**src/rtl/eag_pkg.sv**
```systemverilog
package eag_pkg;
  typedef enum logic [2:0] {
    MODE_DIR   = 3'd0,
    MODE_DIR_X = 3'd1,
    MODE_DIR_Y = 3'd2,
    MODE_ABS   = 3'd3,
    MODE_ABS_X = 3'd4,
    MODE_ABS_Y = 3'd5
  } mode_e;

  typedef struct packed {
    logic dir_fam;
    logic abs_fam;
    logic use_idx;
    logic sel_y;
  } mode_dec_t;

  function automatic mode_dec_t decode_mode(input logic [2:0] m);
    mode_dec_t d;
    d = '0;
    case (m)
      MODE_DIR:   d.dir_fam = 1'b1;
      MODE_DIR_X: begin d.dir_fam = 1'b1; d.use_idx = 1'b1; end
      MODE_DIR_Y: begin d.dir_fam = 1'b1; d.use_idx = 1'b1; d.sel_y = 1'b1; end
      MODE_ABS:   d.abs_fam = 1'b1;
      MODE_ABS_X: begin d.abs_fam = 1'b1; d.use_idx = 1'b1; end
      MODE_ABS_Y: begin d.abs_fam = 1'b1; d.use_idx = 1'b1; d.sel_y = 1'b1; end
      default:    d = '0;
    endcase
    return d;
  endfunction
endpackage

```
**src/rtl/eag_ld_reg.sv**
```systemverilog
module eag_ld_reg #(
  parameter int unsigned W = 8,
  parameter logic [W-1:0] RST_VAL = '0
) (
  input  logic         clk_i,
  input  logic         rst_ni,
  input  logic         ld_i,
  input  logic [W-1:0] d_i,
  output logic [W-1:0] q_o
);
  always_ff @(posedge clk_i or negedge rst_ni) begin
    if (!rst_ni)   q_o <= RST_VAL;
    else if (ld_i) q_o <= d_i;
  end
endmodule

```
**src/rtl/eag_dir_path.sv**
```systemverilog
module eag_dir_path #(
  parameter int unsigned PAGE_W = 16,
  parameter int unsigned OFF_W  = 8,
  parameter int unsigned IDX_W  = 16,
  parameter int unsigned ADDR_W = 24
) (
  input  logic [PAGE_W-1:0] page_i,
  input  logic [OFF_W-1:0]  off_i,
  input  logic [IDX_W-1:0]  idx_i,
  input  logic              use_idx_i,
  output logic [ADDR_W-1:0] addr_o,
  output logic              extra_o
);
  logic [ADDR_W-1:0] idx_ext;

  // full-width sum so a high base carries into the next bank
  always_comb begin
    idx_ext = use_idx_i ? ADDR_W'(idx_i) : '0;
    addr_o  = ADDR_W'(page_i) + ADDR_W'(off_i) + idx_ext;
    extra_o = |page_i[OFF_W-1:0];
  end
endmodule

```
**src/rtl/eag_abs_path.sv**
```systemverilog
module eag_abs_path #(
  parameter int unsigned BANK_W = 8,
  parameter int unsigned OP_W   = 16,
  parameter int unsigned IDX_W  = 16,
  localparam int unsigned ADDR_W = BANK_W + OP_W
) (
  input  logic [BANK_W-1:0] bank_i,
  input  logic [OP_W-1:0]   op_i,
  input  logic [IDX_W-1:0]  idx_i,
  input  logic              use_idx_i,
  output logic [ADDR_W-1:0] addr_o
);
  logic [ADDR_W-1:0] idx_ext;

  always_comb begin
    idx_ext = use_idx_i ? ADDR_W'(idx_i) : '0;
    addr_o  = {bank_i, op_i} + idx_ext;
  end
endmodule

```
**src/rtl/bank_addr_gen.sv**
```systemverilog
module bank_addr_gen
  import eag_pkg::*;
#(
  parameter int unsigned BANK_W = 8,
  parameter int unsigned PAGE_W = 16,
  parameter int unsigned OFF_W  = 8,
  parameter int unsigned IDX_W  = 16,
  localparam int unsigned ADDR_W = BANK_W + PAGE_W
) (
  input  logic              clk_i,
  input  logic              rst_ni,
  input  logic              bank_ld_i,
  input  logic [BANK_W-1:0] bank_d_i,
  input  logic              page_ld_i,
  input  logic [PAGE_W-1:0] page_d_i,
  input  logic [2:0]        mode_i,
  input  logic [OFF_W-1:0]  dir_off_i,
  input  logic [PAGE_W-1:0] abs_op_i,
  input  logic [IDX_W-1:0]  idx_x_i,
  input  logic [IDX_W-1:0]  idx_y_i,
  output logic [ADDR_W-1:0] addr_o,
  output logic              extra_cyc_o
);
  logic [BANK_W-1:0] bank_q;
  logic [PAGE_W-1:0] page_q;
  logic [IDX_W-1:0]  idx_sel;
  logic [ADDR_W-1:0] dir_addr, abs_addr;
  logic              dir_extra;
  mode_dec_t         dec;

  eag_ld_reg #(.W(BANK_W), .RST_VAL('0)) u_bank_reg (
    .clk_i(clk_i), .rst_ni(rst_ni), .ld_i(bank_ld_i), .d_i(bank_d_i), .q_o(bank_q)
  );

  eag_ld_reg #(.W(PAGE_W), .RST_VAL('0)) u_page_reg (
    .clk_i(clk_i), .rst_ni(rst_ni), .ld_i(page_ld_i), .d_i(page_d_i), .q_o(page_q)
  );

  always_comb begin
    dec     = decode_mode(mode_i);
    idx_sel = dec.sel_y ? idx_y_i : idx_x_i;
  end

  eag_dir_path #(
    .PAGE_W(PAGE_W), .OFF_W(OFF_W), .IDX_W(IDX_W), .ADDR_W(ADDR_W)
  ) u_dir (
    .page_i(page_q), .off_i(dir_off_i), .idx_i(idx_sel), .use_idx_i(dec.use_idx),
    .addr_o(dir_addr), .extra_o(dir_extra)
  );

  eag_abs_path #(.BANK_W(BANK_W), .OP_W(PAGE_W), .IDX_W(IDX_W)) u_abs (
    .bank_i(bank_q), .op_i(abs_op_i), .idx_i(idx_sel), .use_idx_i(dec.use_idx),
    .addr_o(abs_addr)
  );

  always_comb begin
    addr_o      = '0;
    extra_cyc_o = 1'b0;
    if (dec.dir_fam) begin
      addr_o      = dir_addr;
      extra_cyc_o = dir_extra;
    end else if (dec.abs_fam) begin
      addr_o      = abs_addr;
    end
  end
endmodule

```
**config.mk**
```make
export PLATFORM = sky130hd
export DESIGN_NAME = bank_addr_gen
export DESIGN_NICKNAME = d
export VERILOG_FILES = /design/src/rtl/eag_pkg.sv /design/src/rtl/eag_ld_reg.sv /design/src/rtl/eag_dir_path.sv /design/src/rtl/eag_abs_path.sv /design/src/rtl/bank_addr_gen.sv
export SDC_FILE = /design/constraint.sdc
export NUM_CORES = 1
export LEC_CHECK = 0
export BUFFER_PORTS_ARGS = -buffer_cell sky130_fd_sc_hd__buf_2
export CAP_MARGIN = 20
export CORE_MARGIN = 5
export CORE_UTILIZATION = 34
export CTS_CLUSTER_SIZE = 8
export DETAILED_ROUTE_END_ITERATION = 16
export MAX_ROUTING_LAYER = met4
export PLACE_DENSITY = 0.6
export SYNTH_ARGS = -nofsm -noshare
export SYNTH_HDL_FRONTEND = slang
export SYNTH_SLANG_ARGS = --single-unit
```
**constraint.sdc**
```tcl
create_clock -name clk_i -period 11.7 [get_ports clk_i]
set_clock_uncertainty 0.1 [all_clocks]
set_input_delay 1.755 -clock clk_i [delete_from_list [all_inputs] [get_ports clk_i]]
set_output_delay 1.755 -clock clk_i [all_outputs]
set_load 0.01 [all_outputs]
```
==> impl_metrics.csv, run 1 <==
group,metric,value,unit
outcome,status,"completed",
clock_tree,postCtsSetupBuffers,0,
power_and_ir_drop,leakage,2.04,nW
worst_hold_path,min_to,"u_bank_reg.q_o[6]",
power_and_ir_drop,ir_drop,0.0752,mV
placed_design,dpl-instance-area,4380,µm²
power_and_ir_drop,power_frac_seq,22.2,%
critical_path,r2r_end,"u_bank_reg.q_o[0]",
power_and_ir_drop,finalPower,449,µW
clock_tree,clk_latency,0.26,ns
synth,synthTopCellsByArea,"dfrtp_1 16%, mux2_2 12%, ha_1 12%, xnor2_1 7.5%, o21ai_0 4.6%",
timing,rsz0062_at_grt,"false",
routing,vias_per_cell,5.27,
routing,vias,3556,
timing,period_minus_slack,8.28,ns
final_layout,diodes,0,
synth,synth_nets,562,
global_routing,grt-ovfl-total,0,
global_routing,antenna_found_initial,0,
global_routing,grtUsageTotal,16.3,%
critical_path,crit_fanout,28,
final_layout,final_cell_area,4450,µm²
power_and_ir_drop,powerDensity,101,nW/µm²
synth,synth-warning-count,0,
routing,firstDrtPassIters,4,
final_layout,layoutNonFillerInstCount,675,
global_routing,grt_pass1_vias,3551,
synth,synth_top_cell_by_area,"dfrtp_1",
synth,syn_area,3720,µm²
synth,synth-edff-count,0,
global_routing,grt_pass1_wl,17100,µm
power_and_ir_drop,p_int,265,µW
power_and_ir_drop,swShare,40.9,%
critical_path,critPathCaptureType,"output port",
timing,max-slew-margin-rel,44.3,%
critical_path,r2r-start,"u_bank_reg.q_o[0]",
power_and_ir_drop,power.switching,183,µW
synth,synth_area_per_cell,8.52,µm²
synth,yosysMostFrequentCell,"mux2_2",
critical_path,critPathLaunchType,"primary input",
clock_tree,cts-buffers-inserted,3,
placed_design,placed_cells_incl_taps,671,
worst_hold_path,hp-class,"reg2reg",
die,die_area,13100,µm²
die,die_h,115,µm
clock_tree,cts_resized,0,
clock_tree,cts_tree,"built",
clock_tree,clk_pin_slew,0.08,ns
timing,tns,0,ns
critical_path,rrSetupSlack,10.74,ns
power_and_ir_drop,clkPwrFrac,15.9,%
routing,first_iter_violations,249,
routing,wl_per_cell,15.8,µm
timing,fmax,0.121,GHz
synth,yosysUniqueCellTypes,59,
power_and_ir_drop,pwr-share-comb,61.9,%
clock_tree,clock_path_buffers,2,
timing,tightestPinTransition,0.834,ns
placed_design,hpwl,9050,µm
critical_path,rr_worst_depth,1,
worst_hold_path,whs_path_depth,1,
global_routing,grt_max_degree,29,
timing,hold_viol,0,
synth,synthCells,437,
timing,setup_viol,0,
routing,wl,10700,µm
final_layout,fin_nets,661,
die,start_util,34.5,%
worst_hold_path,min_from,"u_bank_reg.q_o[6]",
critical_path,critPathRequiredTime,9.85,ns
timing,fin_crit_sh,70.8,%
synth,yosys-top-cells-count,"39 x mux2_2, 35 x ha_1, 34 x o21ai_0",
job,max-cap-violations,0,
die,row_count,38,
timing,slew_viol_final,0,
synth,synth_top_cell_area_share,16.1,%
synth,async_reset_ff_share,100,%
clock_tree,clock-root-buffer,"clkbuf_8",
critical_path,cp.arrival,6.42,ns
clock_tree,hold_buffers,0,
critical_path,path_class,"in2out",
die,io_pins,112,
clock_tree,cts-htree-levels,1,
routing,ant_nets,0,
routing,drc_errors,0,
final_layout,area_delta_synth_final,19.6,%
clock_tree,cts.sinks,24,
synth,ys_ff_latch,24,
final_layout,post_route_cells_drive_above_1_share,32.0,%
placed_design,gp_congestion,0.940,
synth,synth_ff_type,"dfrtp_1",
placed_design,io_buffers,111,
die,die_w,115,µm
die,core_area,10800,µm²
timing,timing.hold.ws,0.453,ns
synth,yosysSeqAreaShare,16.1,%
-- per-layer routing --
layer	wire [µm]	global-route usage, %	share of wire, %	up-vias
met5	0	-	0	-
met1	5000	22.0	47	1651
li1	-	-	-	1837
met4	113	3.48	1.1	0
met3	411	0.740	3.9	6
met2	5150	27.2	48	62
-- logic make-up (layout without fill, tap and decap cells) --
logic type / after synthesis / after routing / synth area share (%)
compound gates: 143 / 143 / 26.5
simple gates: 109 / 109 / 15.7
xor+xnor: 47 / 47 / 11.1
fa+ha+maj: 43 / 43 / 14.8
mux: 41 / 41 / 12.5
buf+inv: 30 / 128 / 3.33
flops: 24 / 24 / 16.1
-- worst max path at each step --
stage                       endpoint  startpoint  slack [ns]
final                      addr_o[9]   mode_i[2]        3.42
after CTS                  addr_o[9]   mode_i[2]        3.36
after floorplan           addr_o[18]   mode_i[2]        4.45
after global placement     addr_o[9]   mode_i[2]        3.50
after detailed placement   addr_o[9]   mode_i[2]        3.41
after global routing       addr_o[9]   mode_i[2]        2.92
-- cells in the final DEF (no fill, tap or decap), types with 4 or more instances in the layout --
cell and instances:
nor4bb_1 5, nor2_1 16, a21o_1 12, or2_2 5
nand2b_1 6, a21oi_1 26, nor2b_1 5, a22oi_1 12
or3_1 5, mux2_2 39, o21a_1 7, maj3_1 4
a211oi_1 6, and3_1 10, inv_1 12, nor3_1 4
nand3_1 5, nand2_1 33, xor2_1 15, dfrtp_1 24
ha_1 35, o21ai_0 34, xnor2_1 32, o22ai_1 12
a31oi_1 4, buf_2 111
-- metrics by stage --
| stage | setup slack (ns) | util, % |
|---|---|---|
| floorplan | 4.45 | - |
| global placement | 3.50 | 40.6 |
| detailed placement | 3.41 | 40.6 |
| CTS | 3.36 | 41.3 |
| global route | 2.92 | 41.3 |
| finish | 3.42 | 41.3 |
-- power by group through the flow --
stage                     clock (mW)  combinational (mW)  sequential (mW)
after floorplan                    0               0.202           0.0985
after global placement             0               0.274            0.101
after detailed placement           0               0.278            0.101
after CTS                     0.0742               0.279           0.0995
after global routing          0.0762               0.310            0.101
final                         0.0714               0.277           0.0996
-- critical path, stage by stage --
cell and delay [ns]:
buf_2 0.43, nor2b_1 0.74, a22o_1 0.25, inv_1 0.04, o21ai_0 0.46, ha_1 0.35
a211oi_1 0.32, o21bai_1 0.15, maj3_4 0.39, o21a_1 0.18, a311o_1 0.35, maj3_1 0.36
a21oi_1 0.17, xor2_1 0.16, o22ai_1 0.12, buf_2 0.18
-- registers in the layout (all words and copies together) (netlist names) --
name            cells
u_page_reg.q_o     16
u_bank_reg.q_o      8
-- cell type report --
cell class / instances / area (µm²)
fillers: 1102 / 6340
multi-input cells: 383 / 3000
flip-flops and latches: 24 / 601
repair buffers: 112 / 563
well taps: 140 / 175
inverters: 12 / 45.0
clock buffers: 3 / 41.3
clock inverters: 1 / 30.0
Power figures use the tool's default switching activity.
==> run 2: changes to the inputs <==
ABC_AREA = 1   (was not set)
PLACE_DENSITY = 0.59   (was 0.6)
clock period = 8.2 ns   (was 11.7 ns; I/O delays follow)
==> run 2 against run 1 <==
Compared with the run above:
- core utilization shrank 0.068 points
- clock power is 110% higher
- total power is 65% higher
- synthesized cell count up 59%
- critical path type unchanged
- critical endpoint is now addr_o[16]
==> impl_metrics.csv, run 2 <==
group,metric,value,unit
outcome,status,"completed",
routing,wl_per_cell,13.6,µm
clock_tree,clk_pin_slew,0.07,ns
die,start_util,34.5,%
clock_tree,cts_resized,0,
synth,syn_area,4130,µm²
die,die_area,14400,µm²
critical_path,cp.arrival,4.61,ns
die,die_w,120,µm
synth,synth_area_per_cell,5.94,µm²
die,row_count,40,
final_layout,n_fill_cell,1308,
timing,hold_viol,0,
power_and_ir_drop,ir_drop,0.0795,mV
synth,synthSimpleGateAreaFrac,44.3,%
critical_path,cp-startpoint,"dir_off_i[0]",
routing,ant_nets,0,
die,core_area,12000,µm²
worst_hold_path,min_from,"u_bank_reg.q_o[7]",
critical_path,critPathCaptureType,"output port",
die,io_pins,112,
job,max-cap-violations,0,
clock_tree,postCtsSetupBuffers,0,
die,die_h,120,µm
timing,timing.hold.ws,0.444,ns
clock_tree,clock-root-buffer,"clkbuf_16",
placed_design,gp_congestion,0.899,
final_layout,top_regs,"u_page_reg.q_o x16, u_bank_reg.q_o x8",
synth,synth_nets,820,
critical_path,critPathMaxStageDelay,0.38,ns
timing,rsz0062_at_grt,"false",
timing,period_minus_slack,5.94,ns
timing,tns,0,ns
final_layout,top_register,"u_page_reg.q_o",
clock_tree,cts-buffers-inserted,3,
timing,fin_crit_sh,72.4,%
synth,synth-warning-count,0,
critical_path,r2r-start,"u_bank_reg.q_o[2]",
synth,yosysUniqueCellTypes,42,
timing,max-slew-margin-rel,59.5,%
timing,setup_viol,0,
worst_hold_path,hp-class,"reg2reg",
synth,synth_top_cell_by_area,"nand2_1",
synth,synth_ff_type,"dfrtp_1",
critical_path,crit_buf_inv,3,
global_routing,grt_pass1_vias,4644,
routing,first_iter_violations,275,
global_routing,grt_pass1_wl,21600,µm
timing,setup_ws,2.26,ns
timing,tightestPinTransition,0.606,ns
global_routing,antenna_found_initial,0,
global_routing,grt-ovfl-total,0,
synth,synth_top_family_by_area,"simple AND/OR/NAND/NOR gates",
routing,firstDrtPassIters,5,
synth,async_reset_ff_share,100,%
final_layout,fin_nets,926,
final_layout,diodes,0,
critical_path,cp_slowest_cell,"fa_1",
synth,yosysSeqAreaShare,14.5,%
global_routing,grt_max_degree,25,
critical_path,path_class,"in2out",
placed_design,hpwl,11200,µm
clock_tree,cts_tree,"built",
placed_design,io_buffers,111,
clock_tree,cts.sinks,24,
routing,vias,4640,
synth,synth_compound_area_share,13.6,%
final_layout,largest_reg_flops,16,
critical_path,crit_top_cell,"nand2_1",
critical_path,critPathRequiredTime,6.87,ns
placed_design,pre_cts_slack,2.23,ns
synth,synth.area.mux_share,2.46,%
routing,vias_per_cell,4.90,
synth,synth-edff-count,0,
critical_path,critPathLaunchType,"primary input",
critical_path,crit_family,"simple AND/OR/NAND/NOR gates",
synth,yosys-top-cells-count,"184 x nand2_1, 92 x inv_1, 82 x nor2_1",
clock_tree,hold_buffers,0,
power_and_ir_drop,finalPower,741,µW
synth,synthTopCellsByArea,"nand2_1 17%, dfrtp_1 15%, ha_1 11%, inv_1 8.4%, nor2_1 7.5%",
final_layout,mostFrequentLayoutCells,"184 x nand2_1, 111 x buf_2, 92 x inv_1",
critical_path,crit_fanout,6,
synth,synthAdderAreaFrac,12.1,%
synth,ys_ff_latch,24,
synth,synth_xor_xnor_area_share,2.97,%
timing,slew_viol_final,0,
routing,drc_errors,0,
global_routing,grtUsageTotal,18.8,%
synth,synth_top_cell_area_share,16.7,%
synth,yosysMostFrequentCell,"nand2_1",
final_layout,post_route_cells_drive_above_1_share,21.8,%
timing,fmax,0.168,GHz
clock_tree,clock_path_buffers,2,
clock_tree,clk_latency,0.27,ns
synth,synthCells,695,
final_layout,layout_commonest_cell,"nand2_1",
power_and_ir_drop,leakage,2.79,nW
final_layout,area_delta_synth_final,19.4,%
clock_tree,cts-htree-levels,1,
power_and_ir_drop,powerDensity,150,nW/µm²
routing,wl,12900,µm
## run 2: cell types whose count changed after synthesis, moves of 12 or more
cell,change
xnor2_1,-28
nand3_2,+12
nand3_1,+48
nor2_1,+66
a22oi_1,-12
nand2_2,+23
mux2_2,-30
nand4_1,+12
inv_1,+80
a21oi_1,+13
nand2_1,+151
## run 2: through the flow
step	instance area, µm²	instances	utilization [%]
global placement	4820	943	40.3
global route	4930	947	41.2
CTS	4930	947	41.2
detailed placement	4820	943	40.3
floorplan	4130	695	-
finish	4930	947	41.2
## run 2: report_power, final
| group | switching, mW | internal, mW | leakage, nW |
|---|---|---|---|
| registers | 0.0102 | 0.129 | 0.287 |
| clock network | 0.0504 | 0.0974 | 0.0511 |
| logic | 0.288 | 0.166 | 2.46 |
| total | 0.349 | 0.393 | 2.79 |
## run 2: logic make-up after synthesis
| logic type | Yosys count |
|---|---|
| adders and majority gates | 38 |
| DFF | 24 |
| and+or+nand+nor | 399 |
| xor gates and xnor gates | 14 |
| buffers and inverters | 107 |
| muxes | 9 |
| AOI/OAI and AO/OA | 104 |
## run 2: worst paths after layout
kind                                           to  slack, ns  cells after the start
worst max-delay path                   addr_o[16]       2.26                     25
worst min-delay path            u_bank_reg.q_o[7]       0.44                      2
worst max register to register  u_bank_reg.q_o[2]       7.23                      1
worst min register to register  u_bank_reg.q_o[7]       0.44                      2
max in group asynchronous       u_page_reg.q_o[3]       6.78                      1
min in group asynchronous       u_bank_reg.q_o[7]       0.83                      1
## run 2: final cells by class
cell class / count / area, µm² / share of cell area (%)
clock inverters: 1 / 30.0 / 0.609
inverters: 96 / 363 / 7.36
well taps: 147 / 184 / 3.73
clock buffers: 3 / 75.1 / 1.52
repair buffers: 112 / 563 / 11.4
multi-input cells: 564 / 3110 / 63.2
flip-flops and latches: 24 / 601 / 12.2
## run 2: metal layers
metal | global-route usage [%] | part of all wire [%]
met1 | 24.3 | 47
met4 | 5.23 | 2.5
met2 | 31.5 | 46
met3 | 2.06 | 4.1
met5 | - | 0
## run 2: worst min-delay path, cell delays in order (launching register included)
cell     delay [ns]
dfrtp_1        0.32
inv_1          0.06
o21ai_0        0.13
